### src/rtl/smi_feat_pkg.sv
package smi_feat_pkg;

    localparam int ADDR_W = 3;

    localparam logic [ADDR_W-1:0] ADR_HOST_LO = 3'd0;
    localparam logic [ADDR_W-1:0] ADR_HOST_HI = 3'd1;
    localparam logic [ADDR_W-1:0] ADR_REQ_LO  = 3'd2;
    localparam logic [ADDR_W-1:0] ADR_REQ_HI  = 3'd3;
    localparam logic [ADDR_W-1:0] ADR_ACCEPT  = 3'd4;
    localparam logic [ADDR_W-1:0] ADR_SMI_EN  = 3'd5;
    localparam logic [ADDR_W-1:0] ADR_PMCFG   = 3'd6;

    localparam int GBL_EN_BIT = 0;
    localparam int APMC_BIT   = 5;
    localparam int LOCK_BIT   = 4;
    localparam int BCAST_BIT  = 0;

    typedef enum logic { NEG_OPEN, NEG_DONE } neg_state_e;
    typedef enum logic { LK_OPEN, LK_SET } lock_state_e;
    typedef enum logic { CMD_IDLE, CMD_PULSE } cmd_state_e;

endpackage

### src/rtl/feat_negotiator.sv
module feat_negotiator
    import smi_feat_pkg::*;
#(
    parameter logic [63:0] HOST_MASK = 64'h1
) (
    input  logic              clk,
    input  logic              rst_n,
    input  logic              wr_en,
    input  logic [ADDR_W-1:0] wr_addr,
    input  logic [31:0]       wr_data,
    output logic [63:0]       req_q,
    output logic [63:0]       neg_q,
    output logic              feat_ok
);

    neg_state_e state_q, state_d;
    logic       accept_wr;
    logic       req_legal;

    assign accept_wr = wr_en && (wr_addr == ADR_ACCEPT);
    assign req_legal = ((req_q & ~HOST_MASK) == 64'h0);

    always_ff @(posedge clk or negedge rst_n) begin
        if (!rst_n) begin
            state_q <= NEG_OPEN;
        end else begin
            state_q <= state_d;
        end
    end

    always_comb begin
        state_d = state_q;
        unique case (state_q)
            NEG_OPEN: if (accept_wr && req_legal) state_d = NEG_DONE;
            NEG_DONE: state_d = NEG_DONE;
        endcase
    end

    always_ff @(posedge clk or negedge rst_n) begin
        if (!rst_n) begin
            req_q <= 64'h0;
            neg_q <= 64'h0;
        end else begin
            if (wr_en && wr_addr == ADR_REQ_LO) req_q[31:0]  <= wr_data;
            if (wr_en && wr_addr == ADR_REQ_HI) req_q[63:32] <= wr_data;
            if (state_q == NEG_OPEN && accept_wr && req_legal) neg_q <= req_q;
        end
    end

    always_comb begin
        unique case (state_q)
            NEG_OPEN: feat_ok = 1'b0;
            NEG_DONE: feat_ok = 1'b1;
        endcase
    end

endmodule

### src/rtl/smi_cfg_regs.sv
module smi_cfg_regs
    import smi_feat_pkg::*;
(
    input  logic              clk,
    input  logic              rst_n,
    input  logic              wr_en,
    input  logic [ADDR_W-1:0] wr_addr,
    input  logic [31:0]       wr_data,
    output logic [31:0]       smi_en_q,
    output logic [15:0]       pmcfg_rd,
    output logic              locked
);

    lock_state_e state_q, state_d;
    logic [15:0] pmcfg_q;
    logic        pm_wr;
    logic        en_wr;

    assign pm_wr = wr_en && (wr_addr == ADR_PMCFG);
    assign en_wr = wr_en && (wr_addr == ADR_SMI_EN);

    always_ff @(posedge clk or negedge rst_n) begin
        if (!rst_n) begin
            state_q <= LK_OPEN;
        end else begin
            state_q <= state_d;
        end
    end

    always_comb begin
        state_d = state_q;
        unique case (state_q)
            LK_OPEN: if (pm_wr && wr_data[LOCK_BIT]) state_d = LK_SET;
            LK_SET:  state_d = LK_SET;
        endcase
    end

    always_ff @(posedge clk or negedge rst_n) begin
        if (!rst_n) begin
            smi_en_q <= 32'h0;
            pmcfg_q  <= 16'h0;
        end else begin
            if (en_wr) begin
                smi_en_q <= wr_data;
                if (state_q == LK_SET) smi_en_q[GBL_EN_BIT] <= smi_en_q[GBL_EN_BIT];
            end
            if (pm_wr) begin
                pmcfg_q           <= wr_data[15:0];
                pmcfg_q[LOCK_BIT] <= 1'b0;
            end
        end
    end

    always_comb begin
        pmcfg_rd = pmcfg_q;
        unique case (state_q)
            LK_OPEN: locked = 1'b0;
            LK_SET:  locked = 1'b1;
        endcase
        pmcfg_rd[LOCK_BIT] = locked;
    end

endmodule

### src/rtl/apm_cmd_decoder.sv
module apm_cmd_decoder
    import smi_feat_pkg::*;
#(
    parameter int         NUM_CORES    = 4,
    parameter int         CORE_W       = 2,
    parameter logic [7:0] ACPI_ON_CMD  = 8'hE1,
    parameter logic [7:0] ACPI_OFF_CMD = 8'h1E
) (
    input  logic                 clk,
    input  logic                 rst_n,
    input  logic                 cmd_valid,
    input  logic [7:0]           cmd_data,
    input  logic [CORE_W-1:0]    cmd_core,
    input  logic                 apmc_en,
    input  logic                 bcast,
    output logic                 sci_en,
    output logic [NUM_CORES-1:0] smi_pulse
);

    cmd_state_e           state_q, state_d;
    logic [NUM_CORES-1:0] target_q, target_d;
    logic [NUM_CORES-1:0] self_vec;
    logic                 is_on, is_off, fire;

    assign is_on  = cmd_valid && (cmd_data == ACPI_ON_CMD);
    assign is_off = cmd_valid && (cmd_data == ACPI_OFF_CMD);
    assign fire   = cmd_valid && !is_on && !is_off && apmc_en;

    for (genvar g = 0; g < NUM_CORES; g++) begin : g_self
        assign self_vec[g] = (cmd_core == CORE_W'(g));
    end

    assign target_d = bcast ? {NUM_CORES{1'b1}} : self_vec;

    always_ff @(posedge clk or negedge rst_n) begin
        if (!rst_n) begin
            state_q  <= CMD_IDLE;
            target_q <= '0;
            sci_en   <= 1'b0;
        end else begin
            state_q <= state_d;
            if (fire) target_q <= target_d;
            if (is_on) sci_en <= 1'b1;
            else if (is_off) sci_en <= 1'b0;
        end
    end

    always_comb begin
        state_d = state_q;
        unique case (state_q)
            CMD_IDLE:  if (fire) state_d = CMD_PULSE;
            CMD_PULSE: state_d = fire ? CMD_PULSE : CMD_IDLE;
        endcase
    end

    always_comb begin
        unique case (state_q)
            CMD_IDLE:  smi_pulse = '0;
            CMD_PULSE: smi_pulse = target_q;
        endcase
    end

endmodule

### src/rtl/smi_feature_gate.sv
module smi_feature_gate
    import smi_feat_pkg::*;
#(
    parameter int          NUM_CORES    = 4,
    parameter logic [63:0] HOST_MASK    = 64'h1,
    parameter logic [7:0]  ACPI_ON_CMD  = 8'hE1,
    parameter logic [7:0]  ACPI_OFF_CMD = 8'h1E,
    localparam int         CORE_W       = (NUM_CORES > 1) ? $clog2(NUM_CORES) : 1
) (
    input  logic                 clk,
    input  logic                 rst_n,
    input  logic                 cmd_valid,
    input  logic [7:0]           cmd_data,
    input  logic [CORE_W-1:0]    cmd_core,
    input  logic                 wr_en,
    input  logic [2:0]           wr_addr,
    input  logic [31:0]          wr_data,
    input  logic [2:0]           rd_addr,
    output logic [31:0]          rd_data,
    output logic                 sci_en,
    output logic [NUM_CORES-1:0] smi_pulse
);

    logic [63:0] req_q, neg_q;
    logic        feat_ok;
    logic [31:0] smi_en_q;
    logic [15:0] pmcfg_rd;
    logic        locked;
    logic        neg_bcast;
    logic        gbl_en;

    assign neg_bcast = neg_q[BCAST_BIT];
    assign gbl_en    = smi_en_q[GBL_EN_BIT];

    feat_negotiator #(.HOST_MASK(HOST_MASK)) u_neg (
        .clk     (clk),
        .rst_n   (rst_n),
        .wr_en   (wr_en),
        .wr_addr (wr_addr),
        .wr_data (wr_data),
        .req_q   (req_q),
        .neg_q   (neg_q),
        .feat_ok (feat_ok)
    );

    smi_cfg_regs u_cfg (
        .clk      (clk),
        .rst_n    (rst_n),
        .wr_en    (wr_en),
        .wr_addr  (wr_addr),
        .wr_data  (wr_data),
        .smi_en_q (smi_en_q),
        .pmcfg_rd (pmcfg_rd),
        .locked   (locked)
    );

    apm_cmd_decoder #(
        .NUM_CORES    (NUM_CORES),
        .CORE_W       (CORE_W),
        .ACPI_ON_CMD  (ACPI_ON_CMD),
        .ACPI_OFF_CMD (ACPI_OFF_CMD)
    ) u_dec (
        .clk       (clk),
        .rst_n     (rst_n),
        .cmd_valid (cmd_valid),
        .cmd_data  (cmd_data),
        .cmd_core  (cmd_core),
        .apmc_en   (smi_en_q[APMC_BIT]),
        .bcast     (neg_bcast),
        .sci_en    (sci_en),
        .smi_pulse (smi_pulse)
    );

    always_comb begin
        unique case (rd_addr)
            ADR_HOST_LO: rd_data = HOST_MASK[31:0];
            ADR_HOST_HI: rd_data = HOST_MASK[63:32];
            ADR_REQ_LO:  rd_data = req_q[31:0];
            ADR_REQ_HI:  rd_data = req_q[63:32];
            ADR_ACCEPT:  rd_data = {31'h0, feat_ok};
            ADR_SMI_EN:  rd_data = smi_en_q;
            ADR_PMCFG:   rd_data = {16'h0, pmcfg_rd};
            default:     rd_data = 32'h0;
        endcase
    end

endmodule

### config.mk
export PLATFORM = sky130hd
export DESIGN_NAME = smi_feature_gate
export DESIGN_NICKNAME = d
export VERILOG_FILES = /design/src/rtl/smi_feat_pkg.sv /design/src/rtl/feat_negotiator.sv /design/src/rtl/smi_cfg_regs.sv /design/src/rtl/apm_cmd_decoder.sv /design/src/rtl/smi_feature_gate.sv
export SDC_FILE = /design/constraint.sdc
export NUM_CORES = 1
export LEC_CHECK = 0
export BUFFER_PORTS_ARGS = -buffer_cell sky130_fd_sc_hd__buf_4
export CELL_PAD_IN_SITES_DETAIL_PLACEMENT = 1
export CELL_PAD_IN_SITES_GLOBAL_PLACEMENT = 1
export CORE_MARGIN = 3
export CORE_UTILIZATION = 50
export CTS_BUF_LIST = sky130_fd_sc_hd__clkbuf_2
export DETAILED_ROUTE_END_ITERATION = 8
export HOLD_SLACK_MARGIN = 0.03
export PLACE_DENSITY = 0.92
export SLEW_MARGIN = 20
export SYNTH_ARGS = -nofsm -noshare
export SYNTH_HDL_FRONTEND = slang
export SYNTH_SLANG_ARGS = --single-unit
### constraint.sdc
create_clock -name clk -period 4.1 [get_ports clk]
set_input_delay 0.205 -clock clk [delete_from_list [all_inputs] [get_ports clk]]
set_output_delay 0.205 -clock clk [all_outputs]
set_load 0.05 [all_outputs]
## Yosys cells after proc, flatten, opt, wreduce, memory -nomap -nowiden

Index checks and enable logic that the tools add are counted.

- Add/sub/neg operators: 0
- Multiply operators: 0
- Divide/modulo/power cells: 0
- Order comparisons: 0
- Eq/ne operators: 15
- Shifts and indexed selects: 0
- Muxes and demuxes: 12
- Bitwise logic cells: 3
- Reduce and logical (&&, ||, !) cells: 21

Operators with widths:

| kind | count |
|---|---|
| case mux 32 bit (6 select lines) | 1 |
| logical NOT 64 bit | 1 |
| equality test 3 bit, second input constant | 6 |
| logical AND 1 bit | 14 |
| equality test 3 x 2 -> 1 bit, second input constant | 4 |
| equality test 8 x 5 -> 1 bit, second input constant | 1 |
| equality test 8 bit, second input constant | 1 |
| case mux 1 bit (2 select lines) | 4 |
| case mux 4 bit (2 select lines) | 1 |
| 2-to-1 mux 1 bit | 5 |
| equality test 2 bit, second input constant | 2 |
| 2-to-1 mux 4 bit | 1 |
| logical NOT 3 bit | 1 |
| NOT 1 bit | 3 |
| equality test 2 x 1 -> 1 bit, second input constant | 1 |
| logical NOT 1 bit | 2 |
| logical NOT 2 bit | 1 |
| AND reduction 2 bit | 1 |
| nonzero test 2 bit | 1 |

- Bits in registers: 120
- Latch bits: 0
- Bits in writable memories: 0
- Memory bits (read-only): 0
- Output and inout bits: 37
- Memories: 0

## Depth between registers and ports, before layout

- Depth after elaboration: 7
- Mapped depth: 7
- Gate-level depth less buffers: 5

## By module

A second synthesis with hierarchy kept.

- Cells, all modules: 554
- Area, all modules: 7957.6 µm²

By module, submodules not included:

| module | times used | cells each | area an instance (µm²) | sequential area each (µm²) |
|---|---|---|---|---|
| feat_negotiator | 1 | 298 | 4630.7 | 3228.1 |
| smi_cfg_regs | 1 | 106 | 1981.9 | 1201.2 |
| smi_feature_gate | 1 | 118 | 983.4 | 0.0 |
| apm_cmd_decoder | 1 | 32 | 361.6 | 150.1 |

## Worst setup path after synthesis

OpenSTA, ideal clock, no wires.

- Path type: input port to output port
- Start point: input port rd_addr[1]
- End point: output port rd_data[16]
- Arrival: 1944 ps
- Required time: 3895 ps
- Slack: 1951 ps
- Stages: 4
- Cells stage by stage: clkbuf_1 > nand2b_1 > clkbuf_1 > o21ai_0

- Word-level cells in the longest chain between the ends: 2
- Elaborated cells between the ends (all ways): 7
- Classes of those cells: eq/ne (5); mux (1); reduce/logical (1)

Ends and longest elaborated chain:

| element | RTL line | source |
|---|---|---|
| start: declaration | smi_feature_gate.sv:18 | `input logic [2:0] rd_addr,` |
| equality test 3 bit (tied with other cells) | smi_feature_gate.sv:75 | `unique case (rd_addr)` |
| case mux 32 bit (6 select lines) * | smi_feature_gate.sv:75 |  |
| end: declaration | smi_feature_gate.sv:19 | `output logic [31:0] rd_data,` |

Every way passes the cells marked *; elsewhere a longest branch is shown, timed or not.

## Final worst setup path

- Start point: input port rd_addr[0]
- End point: output port rd_data[14]

The elaborated chain is that of the path after synthesis.

==> results.cfg <==
[synthesis]
synth_commonest_cells = 120 x dfrtp_1, 108 x mux2_2, 43 x nand2_1
synth_nets = 491
yosys_warnings = 0
syn_area_per_cell_sq_um = 12.6
yosys-top-cells-area = dfrtp_1 54%, mux2_2 22%, mux2i_1 5.8%
synth_area_sq_mm = 0.00552
ys.flop_type = dfrtp_1
async_flop_share_pct = 100
synth_top_area_share_pct = 54.4
ys_seq_area_share_pct = 54.4
synth_edf_count = 0
synth-seq-cells = 120
synth_top_area_cell = dfrtp_1
syn_inst = 439
synth.most_common_cell = dfrtp_1
ys_types = 28

[final_layout]
finalNonFillerCells = 720
fin_nets = 624
layout-drive-gt1-share_pct = 39.9
antenna_cells = 0
fin_util_pct = 66.4
syn2layout_area_growth_pct = 26.5
nFillCells = 1045

[floorplanning]
initial_core_util_pct = 52.5
design.portCount = 89
rows = 37
coreArea_sq_mm = 0.0105
die_h_microns = 111
die_width_microns = 111
die-area_sq_mm = 0.0123

[sta]
setup_viol = 0
whs_ns = 0.0835
tns_ns = 0
finClkSkew_ns = 0.0249
hold_viol_final = 0
fmax_mhz = 375
period_minus_slack_ns = 2.67
grt_setup_unrepaired = no
final.period_utilization_pct = 65.1
slew_violations = 0
slew_headroom_pct = 26.9
worstMarginPinSlew_ns = 1.09

[clock_tree]
cts_sinks = 120
ctsRootBufferMaster = clkbuf_2
clk_latency_ns = 0.65
postCtsSetupRepairBufs = 0
cts_buffer_depth = 2
cts_tree = yes
clkTransAtPathRegs_ns = 0.20
cts-buffers-inserted = 17
htree_levels = 4

[grt]
antenna_found_initial = 0
overflow = 0
grt_pass1_wl_microns = 26800
grt_max_degree = 46
grt_pass1_vias = 4862
track_usage_pct = 27.6

[detailed_routing]
wl_microns = 16700
first_iter_violations = 251
drc = 0
first_pass_iters = 4
viasPerCell = 5.90
wl_per_cell_microns = 23.2
ant_nets = 0
vias = 4245

[critical_path]
max_stage_delay_ns = 0.81
cp_top_family = simple AND/OR/NAND/NOR gates
worstSetupStartpointType = input port
criticalPathCategory = in -> out
crit_path_frequent_cell = buf_4
required_ns = 3.89
end_kind = primary output
critPathSlowestCell = and2_1
path_buf_inv = 3
crit_fanout = 35
cp.arrival_ns = 2.47
crit_chain = buf_4 > nor2b_1 > and2_1 > buf_4 > a22o_1 > buf_4

[power]
irDropWorstVdd_mv = 0.280
cellLeakagePower_uw = 0.00318
power_density_mw_per_mm2 = 474

[run_status]
outcome = complete, no violations

[hold_path]
hp-class = in -> async

[place]
dpl.cell_count = 646
io_buffers = 88
post-dp-hpwl_microns = 10200
gp_congestion = 0.790

[run]
maxCapViolations = 0
-- registers in the layout, indices dropped and copies added (netlist names) --
register,count
u_cfg.smi_en_q,32
u_cfg.pmcfg_q,15
u_neg.state_q,1
u_dec.state_q,1
u_dec.target_q,4
u_cfg.state_q,1
u_dec.sci_en,1
u_neg.req_q,64
u_neg.neg_q,1
-- worst paths after layout --
path | start | end | slack [ns] | depth (start not counted)
max | rd_addr[0] | rd_data[14] | 1.43 | 6
min | rst_n | u_neg.req_q[16]$_DFFE_PN0P_ | 0.08 | 2
max reg2reg | u_neg.req_q[49]$_DFFE_PN0P_ | u_neg.neg_q[0]$_DFFE_PN0P_ | 2.05 | 5
min reg2reg | u_dec.target_q[0]$_DFFE_PN0P_ | u_dec.target_q[0]$_DFFE_PN0P_ | 0.50 | 2
max in group asynchronous | rst_n | u_neg.req_q[37]$_DFFE_PN0P_ | 3.00 | 3
min in group clk | wr_en | u_neg.req_q[12]$_DFFE_PN0P_ | 0.14 | 4
-- through the flow --
step | worst slack [ns] | power, uW | area [sq um]
final | 1.43 | 3310 | 6980
after global routing | 1.28 | 3460 | 6980
after CTS | 1.42 | 3270 | 6980
after detailed placement | 1.41 | 2420 | 6290
after global placement | 1.52 | 2340 | 6290
after floorplan | 1.95 | 2110 | 5520
-- cell type report --
class / count / area, sq um / area share [%]
clock inverter: 12 / 158 / 2.26
clock buffer: 19 / 95.1 / 1.36
timing repair buffer: 138 / 1140 / 16.4
tap: 136 / 170 / 2.44
sequential: 120 / 3000 / 43.0
inverter: 5 / 18.8 / 0.269
multi-input combinational: 290 / 2390 / 34.3
-- logic make-up after synthesis --
group	share of synthesized area (%)
mux	28.3
flops	54.4
simple gates	8.14
compound gates	6.78
buf+inv	2.40
-- cell usage in the layout (no fill, tap or decap), types with 3 or more instances in the layout --
cell type,Yosys,layout
a21oi_1,5,5
a22o_1,15,15
and2_1,5,5
buf_4,0,95
bufinv_16,0,4
clkbuf_2,0,19
clkinv_1,0,4
clkinv_2,0,3
dfrtp_1,120,120
dlygate4sd3_1,0,43
inv_1,5,5
mux2_2,108,108
mux2i_1,32,32
nand2_1,43,43
nand4_1,4,4
nand4b_1,4,4
nor2_1,3,3
nor4_1,16,16
o21ai_0,37,37
-- where the power goes --
group | switching (uW) | leakage, uW | internal [uW]
Combinational | 443 | 0.00158 | 384
Sequential | 209 | 0.00145 | 1440
Clock | 443 | 0.000154 | 391
Total | 1090 | 0.00318 | 2210
-- layer usage --
metal  vias up  part of all wire (%)  track usage [%]
li1       1871                     -                -
met1      2209                    40             33.0
met2       143                    54             49.6
met3        22                   4.3             6.00
met4         0                   1.3             8.76
met5         -                     0                0
-- what timing repair did --
item / 4_1_cts / 5_1_grt
endpoints found under the hold margin: 162 / 0
hold buffers: 43 / 0
resized for setup: 0 / 0
No activity file was read; power rests on OpenSTA's default activity.
